## src/rtl/rs_enc_pkg.sv

```systemverilog
package rs_enc_pkg;
  localparam int SYM_W = 4;
  localparam int N_SYM = 15;
  localparam int K_SYM = 11;
  localparam int NPAR  = N_SYM - K_SYM;

  // low taps of the primitive polynomial x^4 + x + 1
  localparam logic [SYM_W-1:0] PRIM_TAPS = 4'h3;

  // generator coefficients, lane i holds the coefficient of x^i (monic term implied)
  localparam logic [NPAR*SYM_W-1:0] GEN_COEF = {4'd15, 4'd3, 4'd1, 4'd12};

  typedef enum logic [1:0] {
    PH_IDLE = 2'd0,
    PH_MSG  = 2'd1,
    PH_PAR  = 2'd2
  } phase_t;

  function automatic logic [SYM_W-1:0] gf_mul(input logic [SYM_W-1:0] a,
                                              input logic [SYM_W-1:0] b);
    logic [SYM_W-1:0] acc;
    logic [SYM_W-1:0] sh;
    acc = '0;
    sh  = a;
    for (int i = 0; i < SYM_W; i++) begin
      if (b[i]) acc = acc ^ sh;
      sh = sh[SYM_W-1] ? ((sh << 1) ^ PRIM_TAPS) : (sh << 1);
    end
    return acc;
  endfunction
endpackage

```

## src/rtl/rs_gf_cmul.sv

```systemverilog
module rs_gf_cmul
  import rs_enc_pkg::*;
#(
  parameter logic [SYM_W-1:0] COEF = '0
) (
  input  logic [SYM_W-1:0] a,
  output logic [SYM_W-1:0] y
);
  always_comb y = gf_mul(a, COEF);
endmodule

```

## src/rtl/rs_enc_ctrl.sv

```systemverilog
module rs_enc_ctrl
  import rs_enc_pkg::*;
#(
  parameter int K  = K_SYM,
  parameter int NP = NPAR
) (
  input  logic clk,
  input  logic rst_n,
  input  logic in_valid,
  input  logic in_sob,
  output logic accept,
  output logic restart,
  output logic par_step,
  output logic last_par,
  output logic msg_phase
);
  localparam int CW = $clog2(K + 1);
  localparam int PW = (NP > 1) ? $clog2(NP) : 1;

  phase_t        phase_q, phase_d;
  logic [CW-1:0] msg_cnt_q, msg_cnt_d;
  logic [PW-1:0] par_cnt_q, par_cnt_d;
  logic          par_en;

  always_comb begin
    phase_d   = phase_q;
    msg_cnt_d = msg_cnt_q;
    par_cnt_d = par_cnt_q;
    accept    = 1'b0;
    restart   = 1'b0;
    case (phase_q)
      PH_IDLE: begin
        if (in_valid && in_sob) begin
          accept    = 1'b1;
          restart   = 1'b1;
          msg_cnt_d = CW'(1);
          phase_d   = PH_MSG;
        end
      end
      PH_MSG: begin
        if (in_valid) begin
          accept  = 1'b1;
          restart = in_sob;
          if (in_sob) begin
            msg_cnt_d = CW'(1);
          end else begin
            msg_cnt_d = msg_cnt_q + 1'b1;
            if (msg_cnt_q == CW'(K - 1)) begin
              phase_d   = PH_PAR;
              par_cnt_d = '0;
            end
          end
        end
      end
      PH_PAR: begin
        par_cnt_d = par_cnt_q + 1'b1;
        if (par_cnt_q == PW'(NP - 1)) phase_d = PH_IDLE;
      end
      default: phase_d = PH_IDLE;
    endcase
  end

  always_comb begin
    par_step  = (phase_q == PH_PAR);
    last_par  = par_step && (par_cnt_q == PW'(NP - 1));
    msg_phase = (phase_q == PH_MSG);
    par_en    = par_step || (phase_d == PH_PAR);
  end

  always_ff @(posedge clk or negedge rst_n) begin
    if (!rst_n) begin
      phase_q   <= PH_IDLE;
      msg_cnt_q <= '0;
      par_cnt_q <= '0;
    end else begin
      phase_q <= phase_d;
      if (accept) msg_cnt_q <= msg_cnt_d;
      if (par_en) par_cnt_q <= par_cnt_d;
    end
  end
endmodule

```

## src/rtl/rs_enc_lfsr.sv

```systemverilog
module rs_enc_lfsr
  import rs_enc_pkg::*;
#(
  parameter int NP = NPAR
) (
  input  logic             clk,
  input  logic             rst_n,
  input  logic             load,
  input  logic             restart,
  input  logic             fb_off,
  input  logic [SYM_W-1:0] in_sym,
  output logic [SYM_W-1:0] par_sym
);
  logic [NP-1:0][SYM_W-1:0] rem_q;
  logic [NP-1:0][SYM_W-1:0] rem_d;
  logic [NP-1:0][SYM_W-1:0] prod;
  logic [SYM_W-1:0]         fb;

  always_comb begin
    if (fb_off) fb = '0;
    else        fb = in_sym ^ (restart ? '0 : rem_q[NP-1]);
  end

  for (genvar g = 0; g < NP; g++) begin : g_stage
    rs_gf_cmul #(.COEF(GEN_COEF[g*SYM_W +: SYM_W])) u_mul (
      .a(fb),
      .y(prod[g])
    );
    if (g == 0) begin : g_first
      always_comb rem_d[g] = prod[g];
    end else begin : g_rest
      always_comb rem_d[g] = (restart ? '0 : rem_q[g-1]) ^ prod[g];
    end
    always_ff @(posedge clk or negedge rst_n) begin
      if (!rst_n)    rem_q[g] <= '0;
      else if (load) rem_q[g] <= rem_d[g];
    end
  end

  always_comb par_sym = rem_q[NP-1];
endmodule

```

## src/rtl/rs_enc_out.sv

```systemverilog
module rs_enc_out
  import rs_enc_pkg::*;
(
  input  logic             clk,
  input  logic             rst_n,
  input  logic             accept,
  input  logic             restart,
  input  logic             par_step,
  input  logic             last_par,
  input  logic [SYM_W-1:0] in_sym,
  input  logic [SYM_W-1:0] par_sym,
  output logic             out_valid,
  output logic [SYM_W-1:0] out_sym,
  output logic             out_sob,
  output logic             out_last
);
  logic             vld_d;
  logic [SYM_W-1:0] sym_d;

  always_comb begin
    vld_d = accept || par_step;
    sym_d = par_step ? par_sym : in_sym;
  end

  always_ff @(posedge clk or negedge rst_n) begin
    if (!rst_n) begin
      out_valid <= 1'b0;
      out_sob   <= 1'b0;
      out_last  <= 1'b0;
      out_sym   <= '0;
    end else begin
      out_valid <= vld_d;
      out_sob   <= accept && restart;
      out_last  <= last_par;
      if (vld_d) out_sym <= sym_d;
    end
  end
endmodule

```

## src/rtl/rs15_11_enc.sv

```systemverilog
module rs15_11_enc
  import rs_enc_pkg::*;
(
  input  logic             clk,
  input  logic             rst_n,
  input  logic             in_valid,
  input  logic             in_sob,
  input  logic [SYM_W-1:0] in_sym,
  output logic             out_valid,
  output logic [SYM_W-1:0] out_sym,
  output logic             out_sob,
  output logic             out_last
);
  logic       rst_s;
  logic [1:0] rst_pipe;
  logic       accept, restart, par_step, last_par, msg_phase;
  logic [SYM_W-1:0] par_sym;

  always_ff @(posedge clk or negedge rst_n) begin
    if (!rst_n) rst_pipe <= 2'b00;
    else        rst_pipe <= {rst_pipe[0], 1'b1};
  end
  always_comb rst_s = rst_pipe[1];

  rs_enc_ctrl #(.K(K_SYM), .NP(NPAR)) u_ctrl (
    .clk(clk), .rst_n(rst_s), .in_valid(in_valid), .in_sob(in_sob),
    .accept(accept), .restart(restart), .par_step(par_step),
    .last_par(last_par), .msg_phase(msg_phase)
  );

  rs_enc_lfsr #(.NP(NPAR)) u_lfsr (
    .clk(clk), .rst_n(rst_s), .load(accept || par_step), .restart(restart),
    .fb_off(par_step), .in_sym(in_sym), .par_sym(par_sym)
  );

  rs_enc_out u_out (
    .clk(clk), .rst_n(rst_s), .accept(accept), .restart(restart),
    .par_step(par_step), .last_par(last_par), .in_sym(in_sym),
    .par_sym(par_sym), .out_valid(out_valid), .out_sym(out_sym),
    .out_sob(out_sob), .out_last(out_last)
  );
endmodule

```

## config.mk

```make
export PLATFORM = sky130hd
export DESIGN_NAME = rs15_11_enc
export DESIGN_NICKNAME = d
export VERILOG_FILES = /design/src/rtl/rs_enc_pkg.sv /design/src/rtl/rs_gf_cmul.sv /design/src/rtl/rs_enc_ctrl.sv /design/src/rtl/rs_enc_lfsr.sv /design/src/rtl/rs_enc_out.sv /design/src/rtl/rs15_11_enc.sv
export SDC_FILE = /design/constraint.sdc
export NUM_CORES = 1
export LEC_CHECK = 0
export BUFFER_PORTS_ARGS = -buffer_cell sky130_fd_sc_hd__buf_2
export CAP_MARGIN = 30
export CORE_ASPECT_RATIO = 1.1
export CORE_UTILIZATION = 45
export CTS_BUF_LIST = sky130_fd_sc_hd__clkbuf_4 sky130_fd_sc_hd__clkbuf_8 sky130_fd_sc_hd__clkbuf_16
export DETAILED_ROUTE_END_ITERATION = 8
export PLACE_DENSITY_LB_ADDON = 0.25
export SLEW_MARGIN = 20
export SYNTH_ARGS = -nofsm -noshare
export SYNTH_HDL_FRONTEND = slang
export SYNTH_SLANG_ARGS = --single-unit
export TNS_END_PERCENT = 50
```

## constraint.sdc

```tcl
create_clock -name clk -period 1.7 [get_ports clk]
set_input_delay 0.085 -clock clk [delete_from_list [all_inputs] [get_ports clk]]
set_output_delay 0.085 -clock clk [all_outputs]
set_load 0.05 [all_outputs]
```

==> impl_metrics.json, run 1 <==
{
  "final_nets": 234,
  "area_growth_pct": 34.2,
  "via_per_inst": 5.07,
  "worstHoldStart": "in_sym[1]",
  "cp.arrival_ns": 2.10,
  "grt_pass1_vias": 1440,
  "synth_area_mm2": 0.00171,
  "cp_num_buf_inv": 0,
  "syn_nets": 185,
  "drive_gt1_frac": 0.375,
  "reg2reg_from": "u_ctrl.phase_q[1]",
  "ys_warn_count": 0,
  "path_delay_family": "XOR/XNOR gates",
  "rr_worst_depth": 6,
  "hpwl_um": 2690,
  "design.core.area_mm2": 0.00365,
  "final.min_clock_period_ns": 1.93,
  "synth_cell_type_count": 35,
  "yosysTopAreaCellShare": 0.482,
  "reg2reg_setup_slack_ns": -0.23,
  "syn_area_per_cell_um2": 9.84,
  "power_leakage_nw": 1.09,
  "fin_tns_setup_ns": -1.04,
  "cp-start-kind": "flip-flop",
  "hold_viol_final": 0,
  "synth_area_leader_cell": "dfrtp_1",
  "fp.dieArea_mm2": 0.00405,
  "dpl_cell_area_mm2": 0.00200,
  "grt_usage": 0.222,
  "drc_errors": 0,
  "synth_seq_cells": 33,
  "grt_overflow": 0,
  "yosys-top-cells-area": "dfrtp_1, nand2_1, xor2_1",
  "ioPinCount": 15,
  "synth_common_cells": "nand2_1, dfrtp_1, a21oi_1",
  "critPathCaptureType": "flip-flop",
  "antenna_found_initial": 0,
  "cp_cell_sequence": "nand3b_4, a21oi_1, a211oi_2, xor2_2, xnor3_1, mux2_2",
  "power_mw": 3.39,
  "ys.flop_type": "dfrtp_1",
  "outcome": "complete, but fails checks",
  "clkSinkCount": 33,
  "fmax_ghz": 0.517,
  "antenna_left": 0,
  "gp_routability_congestion": 0.872,
  "cts.path.max_buffers": 2,
  "place_ws_ns": -0.184,
  "syn_inst": 174,
  "yosysMostFrequentCell": "nand2_1",
  "peakVddDrop_uv": 644,
  "min_path_cells": 3,
  "htreeDepth": 2,
  "drt-total-wl_um": 3970,
  "ys_seq_area_frac": 0.482,
  "cap_violations": 0,
  "whs_ns": 0.0856,
  "ys_async_sr_fraction": 1.00,
  "rr_endpoint": "u_lfsr.par_sym[0]",
  "grt_pass1_wl_um": 6490,
  "synth-edff-count": 0,
  "drt_iter0_drc": 61,
  "cts-root-buf": "clkbuf_8",
  "path_clk_slew_ns": 0.07,
  "clk_latency_ns": 0.28,
  "critPathMaxStageDelay_ns": 0.41,
  "whs_endpoint": "u_out.out_sym[1]",
  "hp-class": "in -> reg",
  "cts_tree": "done",
  "worstPathMaxFanout": 5,
  "timing.final.max_slew_violations": 0,
  "path_class": "reg -> reg",
  "floorplan.initialDensity": 0.468,
  "fin_worst_skew_ns": 0.00906,
  "design_area_mm2": 0.00230,
  "dr.pass1.iters": 4,
  "numCtsBuffers": 5,
  "worst_slack_ns": -0.235,
  "die_h_um": 66.7,
  "post_drt_wl_per_cell_um": 14.5,
  "grt_max_degree": 32,
  "fp.dieW_um": 60.8,
  "antenna_cells": 0,
  "violations": "setup timing",
  "std_cell_rows": 23,
  "finalSetupViolCount": 12,
  "crit_path_top_delay_cell": "xnor3_1",
  "rsz0062_at_grt": "true",
  "power_density_mw_per_mm2": 1480,
  "cp-startpoint": "u_ctrl.phase_q[1]",
  "crit_required_ns": 1.87,
  "num_vias": 1390,
  "fin_crit_sh": 1.14,
  "port_buffers": 14
}
[how the worst max path moves through the flow]
stage | endpoint | slack, ns | cells past startpoint
3_3_place_gp | u_lfsr.par_sym[0] | -0.11 | 6
6_report | u_lfsr.par_sym[0] | -0.23 | 6
5_1_grt | u_lfsr.par_sym[0] | -0.32 | 6
2_1_floorplan | u_lfsr.par_sym[0] | -0.32 | 6
4_1_cts | u_lfsr.par_sym[0] | -0.19 | 6
3_5_place_dp | u_lfsr.par_sym[0] | -0.18 | 7
[stage by stage]
step,util,cells
after detailed placement,0.548,254
after global placement,0.548,254
after floorplan,-,174
after CTS,0.603,272
final,0.629,274
after global routing,0.629,274
[area by class of cell]
class                           instances  area, µm²
Timing Repair Buffer                   50        373
Inverter                                2       7.51
Tap cell                               50       62.6
Clock buffer                            6       76.3
Clock inverter                          2       10.0
Fill cell                             303       1360
Sequential cell                        33        826
Multi-Input combinational cell        131        942
[routing by layer]
metal,routed length [µm],part of all wire,global-route usage
met4,50,0.013,0.0767
met1,1680,0.42,0.279
met5,0,0,0
met2,2130,0.54,0.367
met3,107,0.027,0.0563
[where the power goes]
group	leakage [nW]	switching [mW]	internal, mW
sequential	0.390	0.176	1.03
clock	0.0484	0.277	0.299
combinational	0.653	0.745	0.868
[placed cells by master (no fill, tap or decap), drive strengths merged]
cell type / instances
a311oi: 1
xnor2: 10
and2: 1
clkinv: 2
a211oi: 2
xnor3: 1
xor2: 13
nor3: 1
and3: 1
a21boi: 1
o21a: 1
nand2b: 1
nor2b: 2
nand4: 1
nand4b: 1
clkbuf: 6
ha: 3
dlygate4sd3: 1
conb: 1
or3b: 1
a21oi: 19
nand3b: 2
dfrtp: 33
nand2: 35
o21ai: 5
nor2: 18
o22ai: 1
buf: 49
a31oi: 4
mux2: 5
inv: 2
[timing repair]
action / CTS / global route
gates cloned: 0 / 0
gates resized for setup: 8 / 19
hold buffers: 1 / 0
endpoints found under the hold margin: 2 / 0
setup buffers: 9 / 3
pin swaps: 8 / 9
endpoints found under the setup margin: 15 / 18
[cell families after synthesis]
| kind of cell | synth area share |
|---|---|
| simple gates | 0.177 |
| flops | 0.482 |
| xor+xnor | 0.135 |
| mux | 0.0329 |
| buf+inv | 0.0234 |
| fa+ha+maj | 0.0219 |
| other cells | 0.00219 |
| compound gates | 0.125 |
[worst reg2reg max path, cell delays in order (launching register included)]
cell and delay (ns):
dfrtp_1 0.37, nand3b_4 0.18, a21oi_1 0.09, a211oi_2 0.31, xor2_2 0.20, xnor3_1 0.41, mux2_2 0.27
[registers in the layout, summed over array words and instances (netlist names)]
name              cells
rst_pipe              2
u_out.out_last        1
u_ctrl.par_cnt_q      2
u_lfsr.par_sym        4
u_out.out_valid       1
u_out.out_sym         4
u_lfsr.rem_q         12
u_ctrl.phase_q        2
u_ctrl.msg_cnt_q      4
u_out.out_sob         1
Note: power is estimated with default switching activity, not from simulation.
==> inputs of run 2 (changes only) <==
==> constraint.sdc (replaced) <==
create_clock -name clk -period 1.7 [get_ports clk]
set_input_delay 0.17 -clock clk [delete_from_list [all_inputs] [get_ports clk]]
set_output_delay 0.17 -clock clk [all_outputs]
set_load 0.05 [all_outputs]
==> run 2 against run 1 <==
The run still ends with setup timing left. Clock power is 6.3% higher. Sequential power hardly changed. Maximum frequency is 1.9% higher. Final cell count is 0.36% higher. Critical path depth stayed put. Routed wire length is 3.7% lower. Design area is 0.33% higher. Die area stayed put.
==> impl_metrics.json, run 2 (same netlist as run 1, synthesis figures left out) <==
{
  "outcome": "complete, but fails checks",
  "violations": "setup timing",
  "antenna_left": 0,
  "dr.pass1.iters": 4,
  "largest_register_ffs": 12,
  "design_area_mm2": 0.00230,
  "final.min_clock_period_ns": 1.90,
  "dpl_cell_area_mm2": 0.00202,
  "min_path_cells": 3,
  "fmax_ghz": 0.527,
  "drt_iter0_drc": 48,
  "numCtsBuffers": 5,
  "port_buffers": 14,
  "post_drt_wl_per_cell_um": 13.9,
  "worstPathMaxFanout": 6,
  "antenna_cells": 0,
  "via_per_inst": 4.97,
  "ioPinCount": 15,
  "hpwl_um": 2570,
  "finalSetupViolCount": 10,
  "cp-start-kind": "flip-flop",
  "power_density_mw_per_mm2": 1480,
  "fp.dieArea_mm2": 0.00405,
  "cp-startpoint": "u_ctrl.phase_q[1]",
  "power_leakage_nw": 1.10,
  "final_nets": 235,
  "peakVddDrop_uv": 661,
  "power_mw": 3.40,
  "drt-total-wl_um": 3820,
  "grt_max_degree": 17,
  "layout_commonest_cell": "nand2_1",
  "area_growth_pct": 34.6,
  "path_class": "reg -> reg",
  "hp-class": "in -> reg",
  "clk_latency_ns": 0.28,
  "design.core.area_mm2": 0.00365,
  "grt_pass1_wl_um": 6380,
  "fin_worst_skew_ns": 0.00799,
  "grt_pass1_vias": 1407,
  "critPathCaptureType": "flip-flop",
  "seqPwrFrac": 0.354,
  "place_ws_ns": -0.173,
  "cts.path.max_buffers": 2,
  "whs_ns": 0.185,
  "rr_worst_depth": 6,
  "cap_violations": 0,
  "crit_required_ns": 1.87,
  "grt_overflow": 0,
  "swShare": 0.347,
  "hold_viol_final": 0,
  "gp_routability_congestion": 0.826,
  "rsz0062_at_grt": "true",
  "power.internal_mw": 2.22,
  "path_clk_slew_ns": 0.07,
  "reg2reg_from": "u_ctrl.phase_q[1]",
  "floorplan.initialDensity": 0.468,
  "worst_slack_ns": -0.198,
  "cp.arrival_ns": 2.07,
  "drc_errors": 0,
  "combPwrFrac": 0.466,
  "cts-root-buf": "clkbuf_8",
  "fin_crit_sh": 1.12,
  "timing.final.max_slew_violations": 0,
  "final_cell_mix": "nand2_1, dfrtp_1, buf_4, nor2_1, a21oi_1",
  "htreeDepth": 2,
  "grt_usage": 0.220,
  "top_register": "u_lfsr.rem_q",
  "antenna_found_initial": 0,
  "std_cell_rows": 23,
  "cts_tree": "done",
  "drive_gt1_frac": 0.369,
  "fp.dieW_um": 60.8,
  "worstHoldStart": "in_sym[1]",
  "pwr-share-clk": 0.180,
  "die_h_um": 66.7,
  "num_vias": 1368,
  "p_sw_mw": 1.18,
  "clkSinkCount": 33
}
[run 2: critical path, cell delays in order (launching register included)]
cell and delay [ns]:
dfrtp_1 0.37, nand3b_4 0.18, a21oi_2 0.09, a211oi_4 0.29, xor2_2 0.19, xnor3_1 0.39, mux2_2 0.27
[run 2: path summary, 6_finish.rpt]
kind	slack, ns	to
max in group asynchronous	1.32	u_lfsr.rem_q[0]
min in group asynchronous	0.20	rst_pipe[0]
worst max register to register	-0.20	u_lfsr.par_sym[0]
worst max-delay path	-0.20	u_lfsr.par_sym[0]
worst min-delay path	0.18	u_out.out_sym[1]
worst min register to register	0.20	u_lfsr.rem_q[10]
[run 2: power groups by stage]
stage / clock, mW / sequential, mW / combinational (mW)
6_report: 0.612 / 1.21 / 1.59
5_1_grt: 0.668 / 1.23 / 1.74
4_1_cts: 0.630 / 1.20 / 1.37
3_5_place_dp: 0 / 1.20 / 1.31
3_3_place_gp: 0 / 1.19 / 1.26
2_1_floorplan: 0 / 1.22 / 0.898
[run 2: repair_timing]
action | CTS | global route
hold buffers | 1 | 0
pin swaps | 3 | 6
resized for setup | 3 | 17
endpoints found under the hold margin | 2 | 0
endpoints found under the setup margin | 7 | 19
buffers inserted | 3 | 6
gates cloned | 0 | 1
[run 2: per-layer routing]
layer / part of all wire / track usage
met2: 0.52 / 0.359
met4: 0.016 / 0.0909
met3: 0.038 / 0.0641
met1: 0.43 / 0.267
met5: 0 / 0
[run 2: cell type report]
| class | instances | area, µm² |
|---|---|---|
| Clock buffer | 8 | 91.3 |
| Inverter | 2 | 7.51 |
| Timing Repair Buffer | 51 | 390 |
| Sequential cell | 33 | 826 |
| Fill cell | 309 | 1350 |
| Tap cell | 50 | 62.6 |
| Multi-Input combinational cell | 131 | 927 |
[run 2: through the flow]
| stage | cells | TNS, ns | util |
|---|---|---|---|
| CTS | 268 | -0.871 | 0.589 |
| global placement | 256 | -0.428 | 0.552 |
| floorplan | 174 | -0.340 | - |
| finish | 275 | -1.06 | 0.631 |
| global route | 275 | -2.23 | 0.631 |
| detailed placement | 256 | -0.762 | 0.552 |
==> inputs of run 3 (changes only) <==
Settings changed: SKIP_LAST_GASP set to 1.
==> run 3 against run 2 <==
The flow still finishes with violations (setup timing). Maximum frequency decreased by 0.18%. Final cell count unchanged. Routed wire length decreased by 2.1%. Design area decreased by 0.33%.
==> impl_metrics.json, run 3 (same netlist as run 1, synthesis figures left out) <==
{
  "outcome": "complete, but fails checks",
  "violations": "setup timing",
  "power_density_mw_per_mm2": 1470,
  "cts-root-buf": "clkbuf_8",
  "path_class": "reg -> reg",
  "antenna_found_initial": 0,
  "routed.top_layer": "met4",
  "antenna_left": 0,
  "fin_tns_setup_ns": -1.06,
  "cp.arrival_ns": 2.07,
  "grt_overflow": 0,
  "reg2reg_setup_slack_ns": -0.20,
  "largest_register_ffs": 12,
  "drc_errors": 0,
  "cp-start-kind": "flip-flop",
  "reg2reg_from": "u_ctrl.phase_q[1]",
  "design.core.area_mm2": 0.00365,
  "cp-startpoint": "u_ctrl.phase_q[1]",
  "final_util": 0.629,
  "finalSetupViolCount": 11,
  "fp.dieW_um": 60.8,
  "gp_routability_congestion": 0.826,
  "post-place-cells": 256,
  "clkSinkCount": 33,
  "drive_gt1_frac": 0.364,
  "grt_max_degree": 17,
  "final_cell_mix": "nand2_1, dfrtp_1, buf_4, nor2_1, a21oi_1",
  "fp.dieArea_mm2": 0.00405,
  "path_clk_slew_ns": 0.07,
  "final_nets": 235,
  "power_mw": 3.38,
  "whs_ns": 0.185,
  "clk_latency_ns": 0.28,
  "power_leakage_nw": 1.10,
  "hpwl_um": 2570,
  "cts_tree": "done",
  "m1WireLength_um": 1650,
  "crit_end": "u_lfsr.par_sym[0]",
  "drt-total-wl_um": 3740,
  "hp-class": "in -> reg",
  "post_drt_wl_per_cell_um": 13.6,
  "dr.pass1.iters": 4,
  "cp_cell_sequence": "nand3b_4, a21oi_2, a211oi_4, xor2_2, xnor3_1, mux2_2",
  "std_cell_rows": 23,
  "grt_pass1_vias": 1407,
  "cap_violations": 0,
  "port_buffers": 14,
  "area_growth_pct": 34.2,
  "top_register": "u_lfsr.rem_q",
  "worstPathMaxFanout": 6,
  "place_ws_ns": -0.173,
  "drt_iter0_drc": 39,
  "antenna_cells": 0,
  "fill_cells": 310,
  "worst_slack_ns": -0.201,
  "grt_pass1_wl_um": 6400,
  "cts.path.max_buffers": 2,
  "htreeDepth": 2,
  "fin_crit_sh": 1.12,
  "die_h_um": 66.7,
  "critPathCaptureType": "flip-flop",
  "critPathMaxStageDelay_ns": 0.39,
  "numCtsBuffers": 5,
  "rr_endpoint": "u_lfsr.par_sym[0]",
  "fmax_ghz": 0.526,
  "crit_path_top_delay_cell": "xnor3_1",
  "design_area_mm2": 0.00230,
  "fin_worst_skew_ns": 0.00786,
  "final.min_clock_period_ns": 1.90,
  "grt_usage": 0.220,
  "met3_wirelength_um": 128,
  "hold_viol_final": 0,
  "num_vias": 1348,
  "floorplan.initialDensity": 0.468,
  "rr_worst_depth": 6,
  "dpl_cell_area_mm2": 0.00202,
  "timing.final.max_slew_violations": 0,
  "ioPinCount": 15,
  "via_per_inst": 4.90,
  "layout_commonest_cell": "nand2_1",
  "rsz0062_at_grt": "true",
  "route.met2.wl_um": 1890,
  "fin_cells": 275,
  "peakVddDrop_uv": 652,
  "crit_required_ns": 1.87
}
## run 3: changes by cell type in the layout (fill, tap and decap cells not counted)
cell and delta:
xor2_1 +1, xor2_2 -1
## run 3: cell type report
cell class                 count  area (µm²)  share of cell area
clock buffer                   8        91.3              0.0398
sequential                    33         826               0.359
multi-input combinational    131         920               0.400
timing repair buffer          51         390               0.170
inverter                       2        7.51             0.00327
tap                           50        62.6              0.0272
## run 3: worst max-delay path, delay by kind of cell (launching register included)
family          cells  cell delay (ns)
compound gates      2             0.38
xor+xnor            2             0.58
flops               1             0.37
mux                 1             0.27
simple gates        1             0.18
## run 3: worst min-delay path by stage
stage	from	endpoint	slack, ns	cells after the start
after floorplan	rst_n	rst_pipe[0]	-0.13	0
after global placement	rst_n	rst_pipe[0]	-0.04	1
after detailed placement	rst_n	rst_pipe[0]	-0.04	1
after CTS	in_sym[3]	u_out.out_sym[3]	0.17	3
after global routing	in_sym[3]	u_out.out_sym[3]	0.19	3
final	in_sym[1]	u_out.out_sym[1]	0.19	3
## run 3: power by group
| group | internal, mW | switching [mW] |
|---|---|---|
| Clock | 0.338 | 0.272 |
| Sequential | 1.03 | 0.177 |
| Combinational | 0.853 | 0.713 |
| Total | 2.22 | 1.16 |
## run 3: routing by layer
layer | up-vias | global-route usage
met5 | - | 0
met4 | 0 | 0.0909
met3 | 7 | 0.0641
met2 | 25 | 0.359
met1 | 642 | 0.268
li1 | 674 | -
## run 3: timing repair
action / 4_1_cts / 5_1_grt
cloned: 0 / 1
setup endpoints to repair: 7 / 19
hold buffers: 1 / 0
buffers inserted: 3 / 6
resized for setup: 2 / 17
hold endpoints to repair: 2 / 0
pin swaps: 2 / 7
